## config.mk

```make
export PLATFORM = sky130hd
export DESIGN_NAME = pwm_phase_timer
export DESIGN_NICKNAME = d
export VERILOG_FILES = /design/src/rtl/pwm_phase_pkg.sv /design/src/rtl/pwm_cfg_hold.sv /design/src/rtl/pwm_beat_div.sv /design/src/rtl/pwm_phase_acc.sv /design/src/rtl/pwm_phase_timer.sv
export SDC_FILE = /design/constraint.sdc
export NUM_CORES = 1
export LEC_CHECK = 0
export BUFFER_PORTS_ARGS = -buffer_cell sky130_fd_sc_hd__buf_2
export CAP_MARGIN = 30
export CORE_ASPECT_RATIO = 1.1
export CORE_MARGIN = 2
export CORE_UTILIZATION = 52
export DETAILED_ROUTE_END_ITERATION = 6
export PLACE_DENSITY_LB_ADDON = 0.12
export REMOVE_ABC_BUFFERS = 1
export SYNTH_ARGS = -nofsm -noshare
export SYNTH_HDL_FRONTEND = slang
export SYNTH_SLANG_ARGS = --single-unit
```

## constraint.sdc

```tcl
create_clock -name clk -period 3.79 [get_ports clk]
set_input_delay 0.758 -clock clk [delete_from_list [all_inputs] [get_ports clk]]
set_output_delay 0.758 -clock clk [all_outputs]
set_load 0.02 [all_outputs]
```

## src/rtl/pwm_phase_pkg.sv

```systemverilog
package pwm_phase_pkg;
  localparam int unsigned PHASE_W = 16;
  localparam int unsigned RESN_W  = $clog2(PHASE_W);

  typedef logic [PHASE_W-1:0] phase_t;
  typedef logic [RESN_W-1:0]  resn_t;

  // Per-beat increment: 2^(PHASE_W-1-resn)
  function automatic phase_t step_of(input resn_t resn);
    phase_t s;
    s = '0;
    s[PHASE_W-1-int'(resn)] = 1'b1;
    return s;
  endfunction
endpackage

```

## src/rtl/pwm_cfg_hold.sv

```systemverilog
module pwm_cfg_hold #(
  parameter int unsigned DIV_W  = 16,
  parameter int unsigned RESN_W = 4
) (
  input  logic              clk,
  input  logic              rst_n,
  input  logic              cnt_en,
  input  logic [DIV_W-1:0]  div_in,
  input  logic [RESN_W-1:0] resn_in,
  output logic [DIV_W-1:0]  div_q,
  output logic [RESN_W-1:0] resn_q,
  output logic              run
);
  logic              armed_q, armed_d;
  logic              cap_en;
  logic [DIV_W-1:0]  div_d;
  logic [RESN_W-1:0] resn_d;

  always_comb begin
    cap_en  = ~cnt_en;
    armed_d = cnt_en;
    div_d   = cap_en ? div_in  : div_q;
    resn_d  = cap_en ? resn_in : resn_q;
  end

  always_ff @(posedge clk or negedge rst_n) begin
    if (!rst_n) begin
      armed_q <= 1'b0;
      div_q   <= '0;
      resn_q  <= '0;
    end else begin
      armed_q <= armed_d;
      div_q   <= div_d;
      resn_q  <= resn_d;
    end
  end

  assign run = cnt_en & armed_q;
endmodule

```

## src/rtl/pwm_beat_div.sv

```systemverilog
module pwm_beat_div #(
  parameter int unsigned DIV_W = 16
) (
  input  logic             clk,
  input  logic             rst_n,
  input  logic             run,
  input  logic [DIV_W-1:0] div_lim,
  output logic             beat
);
  logic [DIV_W-1:0] cnt_q, cnt_d;
  logic             at_lim;

  always_comb begin
    at_lim = (cnt_q == div_lim);
    beat   = run & at_lim;
    if (!run)        cnt_d = '0;
    else if (at_lim) cnt_d = '0;
    else             cnt_d = cnt_q + 1'b1;
  end

  always_ff @(posedge clk or negedge rst_n) begin
    if (!rst_n) cnt_q <= '0;
    else        cnt_q <= cnt_d;
  end
endmodule

```

## src/rtl/pwm_phase_acc.sv

```systemverilog
module pwm_phase_acc
  import pwm_phase_pkg::*;
(
  input  logic   clk,
  input  logic   rst_n,
  input  logic   run,
  input  logic   beat,
  input  resn_t  resn,
  output phase_t phase_q,
  output logic   wrap
);
  phase_t phase_d, sum;
  logic   adv_en;

  always_comb begin
    sum    = phase_q + step_of(resn);
    adv_en = beat;
    wrap   = beat & (sum == '0);
    if (!run)        phase_d = '0;
    else if (adv_en) phase_d = sum;
    else             phase_d = phase_q;
  end

  always_ff @(posedge clk or negedge rst_n) begin
    if (!rst_n) phase_q <= '0;
    else        phase_q <= phase_d;
  end
endmodule

```

## src/rtl/pwm_phase_timer.sv

```systemverilog
module pwm_phase_timer
  import pwm_phase_pkg::*;
#(
  parameter int unsigned DIV_W = 16
) (
  input  logic                clk,
  input  logic                rst_n,
  input  logic                cnt_en,
  input  logic [DIV_W-1:0]    div_cfg,
  input  logic [RESN_W-1:0]   resn_cfg,
  output logic [PHASE_W-1:0]  phase,
  output logic                beat,
  output logic                cycle_end
);
  logic              run;
  logic [DIV_W-1:0]  div_lim;
  resn_t             resn_lat;

  pwm_cfg_hold #(.DIV_W(DIV_W), .RESN_W(RESN_W)) u_cfg (
    .clk(clk), .rst_n(rst_n), .cnt_en(cnt_en),
    .div_in(div_cfg), .resn_in(resn_cfg),
    .div_q(div_lim), .resn_q(resn_lat), .run(run)
  );

  pwm_beat_div #(.DIV_W(DIV_W)) u_div (
    .clk(clk), .rst_n(rst_n), .run(run), .div_lim(div_lim), .beat(beat)
  );

  pwm_phase_acc u_acc (
    .clk(clk), .rst_n(rst_n), .run(run), .beat(beat), .resn(resn_lat),
    .phase_q(phase), .wrap(cycle_end)
  );
endmodule

```

=== After elaboration in Yosys (flattened, before gate mapping) ===
Index checks and enable logic that the tools add are counted.

* Output and inout bits: 18
* Logic and storage cells: 23
* Bits of input ports: 23
* Bits in registers: 53

* Order comparisons: 2
* $add $sub $neg: 3
* Bitwise gates (word level): 3
* Equal/unequal tests: 2
* Mux-type cells: 6
* Reduce and logical (&&, ||, !) cells: 2

{| class="wikitable"
|+ Operator list
! operator !! number
|-
| $mux W16 || 4
|-
| $ge A32 B1 Y1 const B || 1
|-
| $lt A32 B5 Y1 const B || 1
|-
| $add A16 B1 Y16 const B || 1
|-
| $add A16 B16 Y16 || 1
|-
| $eq A16 B16 Y1 || 1
|-
| $logic_not A16 Y1 || 1
|-
| $sub A4 B4 Y5 const A || 1
|-
| $demux W1 S4 || 1
|-
| $and A1 B1 Y1 || 3
|-
| $ne A2 B2 Y1 const B || 1
|-
| $logic_and A1 B1 Y1 || 1
|-
| $mux W1 || 1
|}

=== Depth between registers and ports, before layout ===
Gate-level depths: netlist of the first run.

* Word-level depth: 8
* Mapped depth: 11
* Depth with buffers taken out: 11

=== Modules after synthesis ===
Synthesis of the first run repeated with hierarchy kept, for this count alone.

* Cell total of the unflattened synthesis: 306
* Area, all modules: 3340.7 um^2

{| class="wikitable"
|+ By module, submodules not included
! module !! cells an instance !! times used !! area an instance (um^2) !! sequential area each (um^2)
|-
| pwm_phase_acc || 163 || 1 || 1506.4 || 400.4
|-
| pwm_beat_div || 99 || 1 || 983.4 || 400.4
|-
| pwm_cfg_hold || 44 || 1 || 850.8 || 525.5
|}

=== Worst setup path before layout of the first run ===
OpenSTA, ideal clock, no wires.

* Path type: reg-to-output
* Start: register u_cfg.resn_q[1]
* End: output port cycle_end
* Cell stages (with the launch flop): 11
* Arrival time: 3521 ps
* Data required time: 3032 ps
* Path slack: -489 ps
* Path buffers: 0
* Cells stage by stage: dfrtp_1 -> nand2_1 -> nor2_1 -> ha_1 -> fa_1 -> xor2_1 -> or3_1 -> or4_1 -> or4b_1 -> or4_1 -> nor4b_2

* Longest elaborated chain between the ends: 8
* Elaborated cells between the ends (all ways): 9
* Classes of those cells: add/sub (2); order compare (2); mux (2); bitwise (1); reduce/logical (2)

{| class="wikitable"
|+ RTL lines
! what !! line !! RTL
|-
| start, declared || pwm_cfg_hold.sv:11 || <nowiki>output logic [RESN_W-1:0] resn_q,</nowiki>
|-
| start signal, assigned || pwm_cfg_hold.sv:34 || <nowiki>resn_q <= resn_d;</nowiki>
|-
| $sub A4 B4 Y5 (*) || pwm_phase_pkg.sv:12 || <nowiki>s[PHASE_W-1-int'(resn)] = 1'b1;</nowiki>
|-
| $ge A32 B1 Y1 (not written as such) / $lt A32 B5 Y1 (equally long branches) || pwm_phase_pkg.sv:12 ||
|-
| $logic_and A1 B1 Y1 (not written as such) || pwm_phase_pkg.sv:12 ||
|-
| $mux W1 (not written as such) || pwm_phase_pkg.sv:12 ||
|-
| $demux W1 S4 (*) || n/a ||
|-
| $add A16 B16 Y16 (*) || pwm_phase_acc.sv:16 || <nowiki>sum = phase_q + step_of(resn);</nowiki>
|-
| $logic_not A16 Y1 (*) || pwm_phase_acc.sv:18 || <nowiki>wrap = beat & (sum == '0);</nowiki>
|-
| $and A1 B1 Y1 (*) || pwm_phase_acc.sv:18 ||
|-
| end, declared || pwm_phase_timer.sv:13 || <nowiki>output logic cycle_end</nowiki>
|}

Mark *: on every way between the ends. The rest lies on a longest branch, timed or not.

=== Worst setup path in the final report of the first run ===
* Start: register u_cfg.resn_q[2]
* End: output port cycle_end

The elaborated chain is that of the path after synthesis.

==> results.cfg, run 1 <==
[routing]
wl_um = 7100
first_pass_iters = 4
routedWlPerCell_um = 15.8
drt_iter0_drc = 113
vias = 2486
drc = 0
ant_nets = 0
routed_via_density = 5.52

[placement]
globalplace.congestion = 0.865
io_buffer_count = 40
dp_cells = 439
dp_slack_ns = -0.526
placed_area_um2 = 3640
place_hpwl_um = 5250

[clock_tree]
cts_buffers = 5
clkTransAtPathRegs_ns = 0.09
htreeDepth = 2
ctsHoldBuffers = 0
cts.sinks = 53
clk_latency_ns = 0.30
cts_buffer_depth = 2
cts_root_buf = clkbuf_8
cts_tree = done

[layout]
n_fill_cell = 458
stdcell_area_um2 = 3880
regArea_um2 = 1330
stdcell_count = 450
multiInputGateArea_um2 = 1770
finalNetCount = 412
syn_to_final_growth_pct = 28.2
fin_util_pct = 68.2
diodes = 0
drive_above_1_share_pct = 37.5

[pwr]
power.density_nw_per_um2 = 305
total_power_mw = 1.18
ir_drop_mv = 0.279
p_leak_nw = 1.98

[min_path]
whs_path_depth = 1
hold_start = u_cfg.div_q[3]
hp-class = reg -> reg

[global_route]
grt_pass1_wl_um = 11700
antenna_found_initial = 0
gr-usage-all-layers_pct = 22.9
grt_pass1_vias = 2454
grt_max_degree = 40
grt_overflow_total = 0

[synth]
synth_edf_count = 0
synth_async_sr_flop_share_pct = 100
ys.flop_type = dfrtp_1
yosys_warnings = 0
synth_area_um2 = 3030
ys_ff_latch = 53
ys_seq_area_share_pct = 43.8
synth_cell_type_count = 39
avgSynthCellArea_um2 = 10.7
syn_inst = 284

[timing]
hold_violations = 0
fmax_mhz = 219
fin_hold_ws_ns = 0.530
skew_ns = 0.00442
period_share_pct = 120
rsz0062_at_grt = true
slew_headroom_pct = 40.6
final.min_clock_period_ns = 4.56
worstMarginPinSlew_ns = 0.891
final_max_slew_viol_count = 0
setup_violations = 1
layout_setup_ws_ns = -0.770
setup_tns_ns = -0.770

[floorplan]
die_width_um = 76.8
core_area_um2 = 5700
die_h_um = 84.1
start_util_pct = 53.2
row_count = 29
ios = 41
dieArea_um2 = 6450

[critical_path]
crit_fanout = 3
worst_r2r_path_depth = 13
worst_ep_required_time_ns = 3.03
crit_start = u_cfg.resn_q[2]
endpoint_kind = output pin
worstSetupPathType = reg -> out
start_kind = flip-flop
r2r-start = u_cfg.resn_q[2]
rrSetupSlack_ns = 0.66
cp.arrival_ns = 3.80

[run_status]
violations = negative setup slack
status = finished, violations left

[flow_run]
drv_cap = 0
[placed cells by master, fill, tap and decap left out, types with 2 or more instances in the layout]
cell type / instances
a22o_1: 15
nand3_1: 6
clkbuf_8: 6
mux2_2: 20
xor2_1: 34
nor2_1: 27
and3_1: 4
a21o_1: 4
nand4_1: 6
nor2_2: 2
o21ai_0: 5
o21a_1: 2
o211ai_1: 2
and2_1: 2
nand2_1: 12
dfrtp_1: 52
or3_1: 3
a21oi_1: 11
nand2b_4: 3
nand2b_1: 2
nor3_1: 10
ha_1: 13
xnor2_1: 10
ha_4: 2
buf_2: 39
nor2_4: 2
nor4_1: 5
buf_4: 49
[sequential cells by signal, indices dropped and copies added (netlist names)]
signal         cells
u_acc.phase_q     16
u_cfg.armed_q      1
u_cfg.div_q       16
u_cfg.resn_q       4
u_div.cnt_q       16
[routing by layer]
metal	GRT usage, %	wire length [um]	part of all wire [%]	up-vias
met2	41.9	3760	53	43
met3	3.79	221	3.1	16
li1	-	-	-	1206
met4	7.11	153	2.2	0
met5	0	0	0	-
met1	27.1	2970	42	1221
[cell usage after synthesis, types with 2 or more instances]
cell      number  area, um2
ha_1          16        200
xnor2_1       10       87.6
o21ai_0        5       25.0
clkbuf_1       6       22.5
a21o_1         4       30.0
buf_1          2       7.51
a21oi_1       12       60.1
o211ai_1       2       15.0
nor3_1        11       55.1
and2_1         2       12.5
or4_1          2       15.0
nand2b_1       5       31.3
nor4_1         5       31.3
and3_1         4       25.0
a22o_1        15        131
dfrtp_1       53       1330
xor2_1        34        298
nand2_1       13       48.8
mux2_2        20        225
nand4_1        6       37.5
or3_1          3       18.8
nor2_1        31        116
nand3_1        6       30.0
o21a_1         2       15.0
[worst max-delay path, stage by stage (launching register included)]
cell	delay, ns
dfrtp_1	0.39
nand2_1	0.10
buf_4	0.17
nor2_4	0.15
fa_2	0.47
or3_1	0.38
or4_1	0.51
or4b_1	0.49
or4_4	0.44
nor4b_2	0.22
buf_4	0.18
[kinds of logic after synthesis]
| group | Yosys count | share of synthesized area (%) |
|---|---|---|
| buffers and inverters | 8 | 0.991 |
| adder cells (fa/ha/maj) | 17 | 7.27 |
| AND/OR/NAND/NOR | 92 | 15.2 |
| XOR/XNOR | 44 | 12.7 |
| AO/OA/AOI/OAI | 50 | 12.6 |
| flip-flops | 53 | 43.8 |
| multiplexers | 20 | 7.44 |
[path summary, 6_finish.rpt]
kind,end
min,u_cfg.div_q[3]
min in group asynchronous,u_acc.phase_q[6]
max reg2reg,u_acc.phase_q[15]
max in group asynchronous,u_cfg.resn_q[1]
max,cycle_end
min reg2reg,u_cfg.div_q[3]
[area by class of cell]
class                   instances  share of cell area, %
clock inverters                 1                  0.773
clock buffers                   7                   2.22
repair buffers                 89                   14.8
multi-input cells             223                   45.5
well taps                      77                   2.48
flip-flops and latches         53                   34.2
[timing repair]
action	CTS	global route
endpoints found under the hold margin	0	0
pin swaps	2	5
endpoints found under the setup margin	1	1
gates resized for setup	7	14
buffers inserted	0	3
[where the power goes]
group / internal, mW / total (mW) / switching (mW)
combinational: 0.0899 / 0.177 / 0.0870
sequential: 0.588 / 0.606 / 0.0179
clock: 0.216 / 0.400 / 0.184
Power figures use the tool's default switching activity.
==> inputs of run 2 (changes only) <==
--- a/config.mk
+++ b/config.mk
@@ -11,7 +11,7 @@
 export CORE_MARGIN = 2
 export CORE_UTILIZATION = 52
 export DETAILED_ROUTE_END_ITERATION = 6
-export PLACE_DENSITY_LB_ADDON = 0.12
+export PLACE_DENSITY = 0.75
 export REMOVE_ABC_BUFFERS = 1
 export SYNTH_ARGS = -nofsm -noshare
 export SYNTH_HDL_FRONTEND = slang
==> results.cfg, run 2 (synthesis results as in run 1) <==
[run_status]
status = finished, violations left
violations = negative setup slack

[routing]
routedWlPerCell_um = 15.6
drt_iter0_drc = 87
first_pass_iters = 4
ant_nets = 0
vias = 2505
drc = 0
routed_via_density = 5.59
wl_um = 6990

[global_route]
grt_overflow_total = 0
antenna_found_initial = 0
grt_max_degree = 44
grt_pass1_vias = 2576
grt_pass1_wl_um = 11700
gr-usage-all-layers_pct = 22.4

[timing]
layout_setup_ws_ns = -0.724
period_share_pct = 119
final.min_clock_period_ns = 4.51
rsz0062_at_grt = true
final_max_slew_viol_count = 0
hold_violations = 0
fmax_mhz = 222
fin_hold_ws_ns = 0.408
skew_ns = 0.0131
setup_violations = 1
worstMarginPinSlew_ns = 0.569
slew_headroom_pct = 62.0

[layout]
n_fill_cell = 446
final_cell_mix = dfrtp_1 (53), buf_4 (48), buf_2 (40)
finalNetCount = 412
final_common_cell = dfrtp_1
drive_above_1_share_pct = 35.8
syn_to_final_growth_pct = 25.6
diodes = 0
largestRegisters = u_acc.phase_q x16, u_cfg.div_q x16, u_div.cnt_q x16
stdcell_count = 448

[floorplan]
dieArea_um2 = 6450
core_area_um2 = 5700
start_util_pct = 53.2
die_width_um = 76.8
row_count = 29
ios = 41
die_h_um = 84.1

[pwr]
ir_drop_mv = 0.254
power.density_nw_per_um2 = 282
p_leak_nw = 1.95

[critical_path]
start_kind = flip-flop
worst_ep_required_time_ns = 3.03
cp.arrival_ns = 3.76
worstSetupPathType = reg -> out
endpoint_kind = output pin
r2r-end = u_acc.phase_q[15]
crit_fanout = 6
r2r-start = u_cfg.resn_q[3]
worst_r2r_path_depth = 14
rrSetupSlack_ns = 0.67

[clock_tree]
cts_buffers = 5
htreeDepth = 2
cts_buffer_depth = 2
cts.sinks = 53
clkTransAtPathRegs_ns = 0.10
cts_root_buf = clkbuf_8
clk_latency_ns = 0.31
cts_tree = done

[placement]
dp_cells = 439
io_buffer_count = 40
place_hpwl_um = 5340
globalplace.congestion = 0.937

[min_path]
hp-class = in -> async

[flow_run]
drv_cap = 0
[run 2: timing repair]
action	CTS	global route
pin swaps	6	0
hold buffers	0	0
endpoints found under the hold margin	0	0
gates resized for setup	8	3
setup endpoints to repair	1	1
setup buffers	2	0
[run 2: layout make-up]
cell class	instances	area (um2)	share of cell area (%)
Clock inverter	1	5.00	0.132
Clock buffer	5	68.8	1.81
Tap cell	77	96.3	2.53
Multi-Input combinational cell	223	1720	45.2
Timing Repair Buffer	89	588	15.5
Sequential cell	53	1330	34.9
[run 2: per-stage QoR]
step | utilization, % | area [um2] | setup WS, ns | total power [mW] | TNS, ns
2_1_floorplan | - | 3000 | -0.489 | 0.690 | -0.489
3_3_place_gp | 63.9 | 3640 | -0.433 | 0.766 | -0.433
3_5_place_dp | 63.9 | 3640 | -0.521 | 0.772 | -0.521
4_1_cts | 66.2 | 3770 | -0.715 | 1.07 | -0.715
5_1_grt | 66.8 | 3800 | -0.853 | 1.12 | -0.853
6_report | 66.8 | 3800 | -0.724 | 1.07 | -0.724
[run 2: worst max-delay path: stages, from the launching register on]
cell,delay [ns]
dfrtp_1,0.41
buf_4,0.17
nand2b_4,0.14
nor2_2,0.15
ha_4,0.23
o211ai_1,0.26
o21bai_4,0.09
xor2_1,0.16
or4_1,0.52
or4b_1,0.47
or4_4,0.44
nor4b_2,0.22
buf_2,0.20
[run 2: worst max path at each step]
| stage | slack (ns) | cells past startpoint | from | end |
|---|---|---|---|---|
| final | -0.72 | 12 | u_cfg.resn_q[1] | cycle_end |
| after detailed placement | -0.52 | 12 | u_cfg.resn_q[2] | cycle_end |
| after global routing | -0.85 | 10 | u_cfg.resn_q[0] | cycle_end |
| after global placement | -0.43 | 11 | u_cfg.resn_q[2] | cycle_end |
| after CTS | -0.72 | 10 | u_cfg.resn_q[0] | cycle_end |
| after floorplan | -0.49 | 10 | u_cfg.resn_q[1] | cycle_end |
[run 2: power breakdown]
group | switching, mW | internal (mW)
logic | 0.0840 | 0.0845
registers | 0.0172 | 0.588
clock network | 0.178 | 0.122
[run 2: metal layers]
metal,wire length (um),up-vias,GRT usage (%)
met3,194,17,2.92
met2,3700,59,41.3
met4,179,0,8.26
li1,-,1196,-
met1,2920,1233,26.4
met5,0,-,0
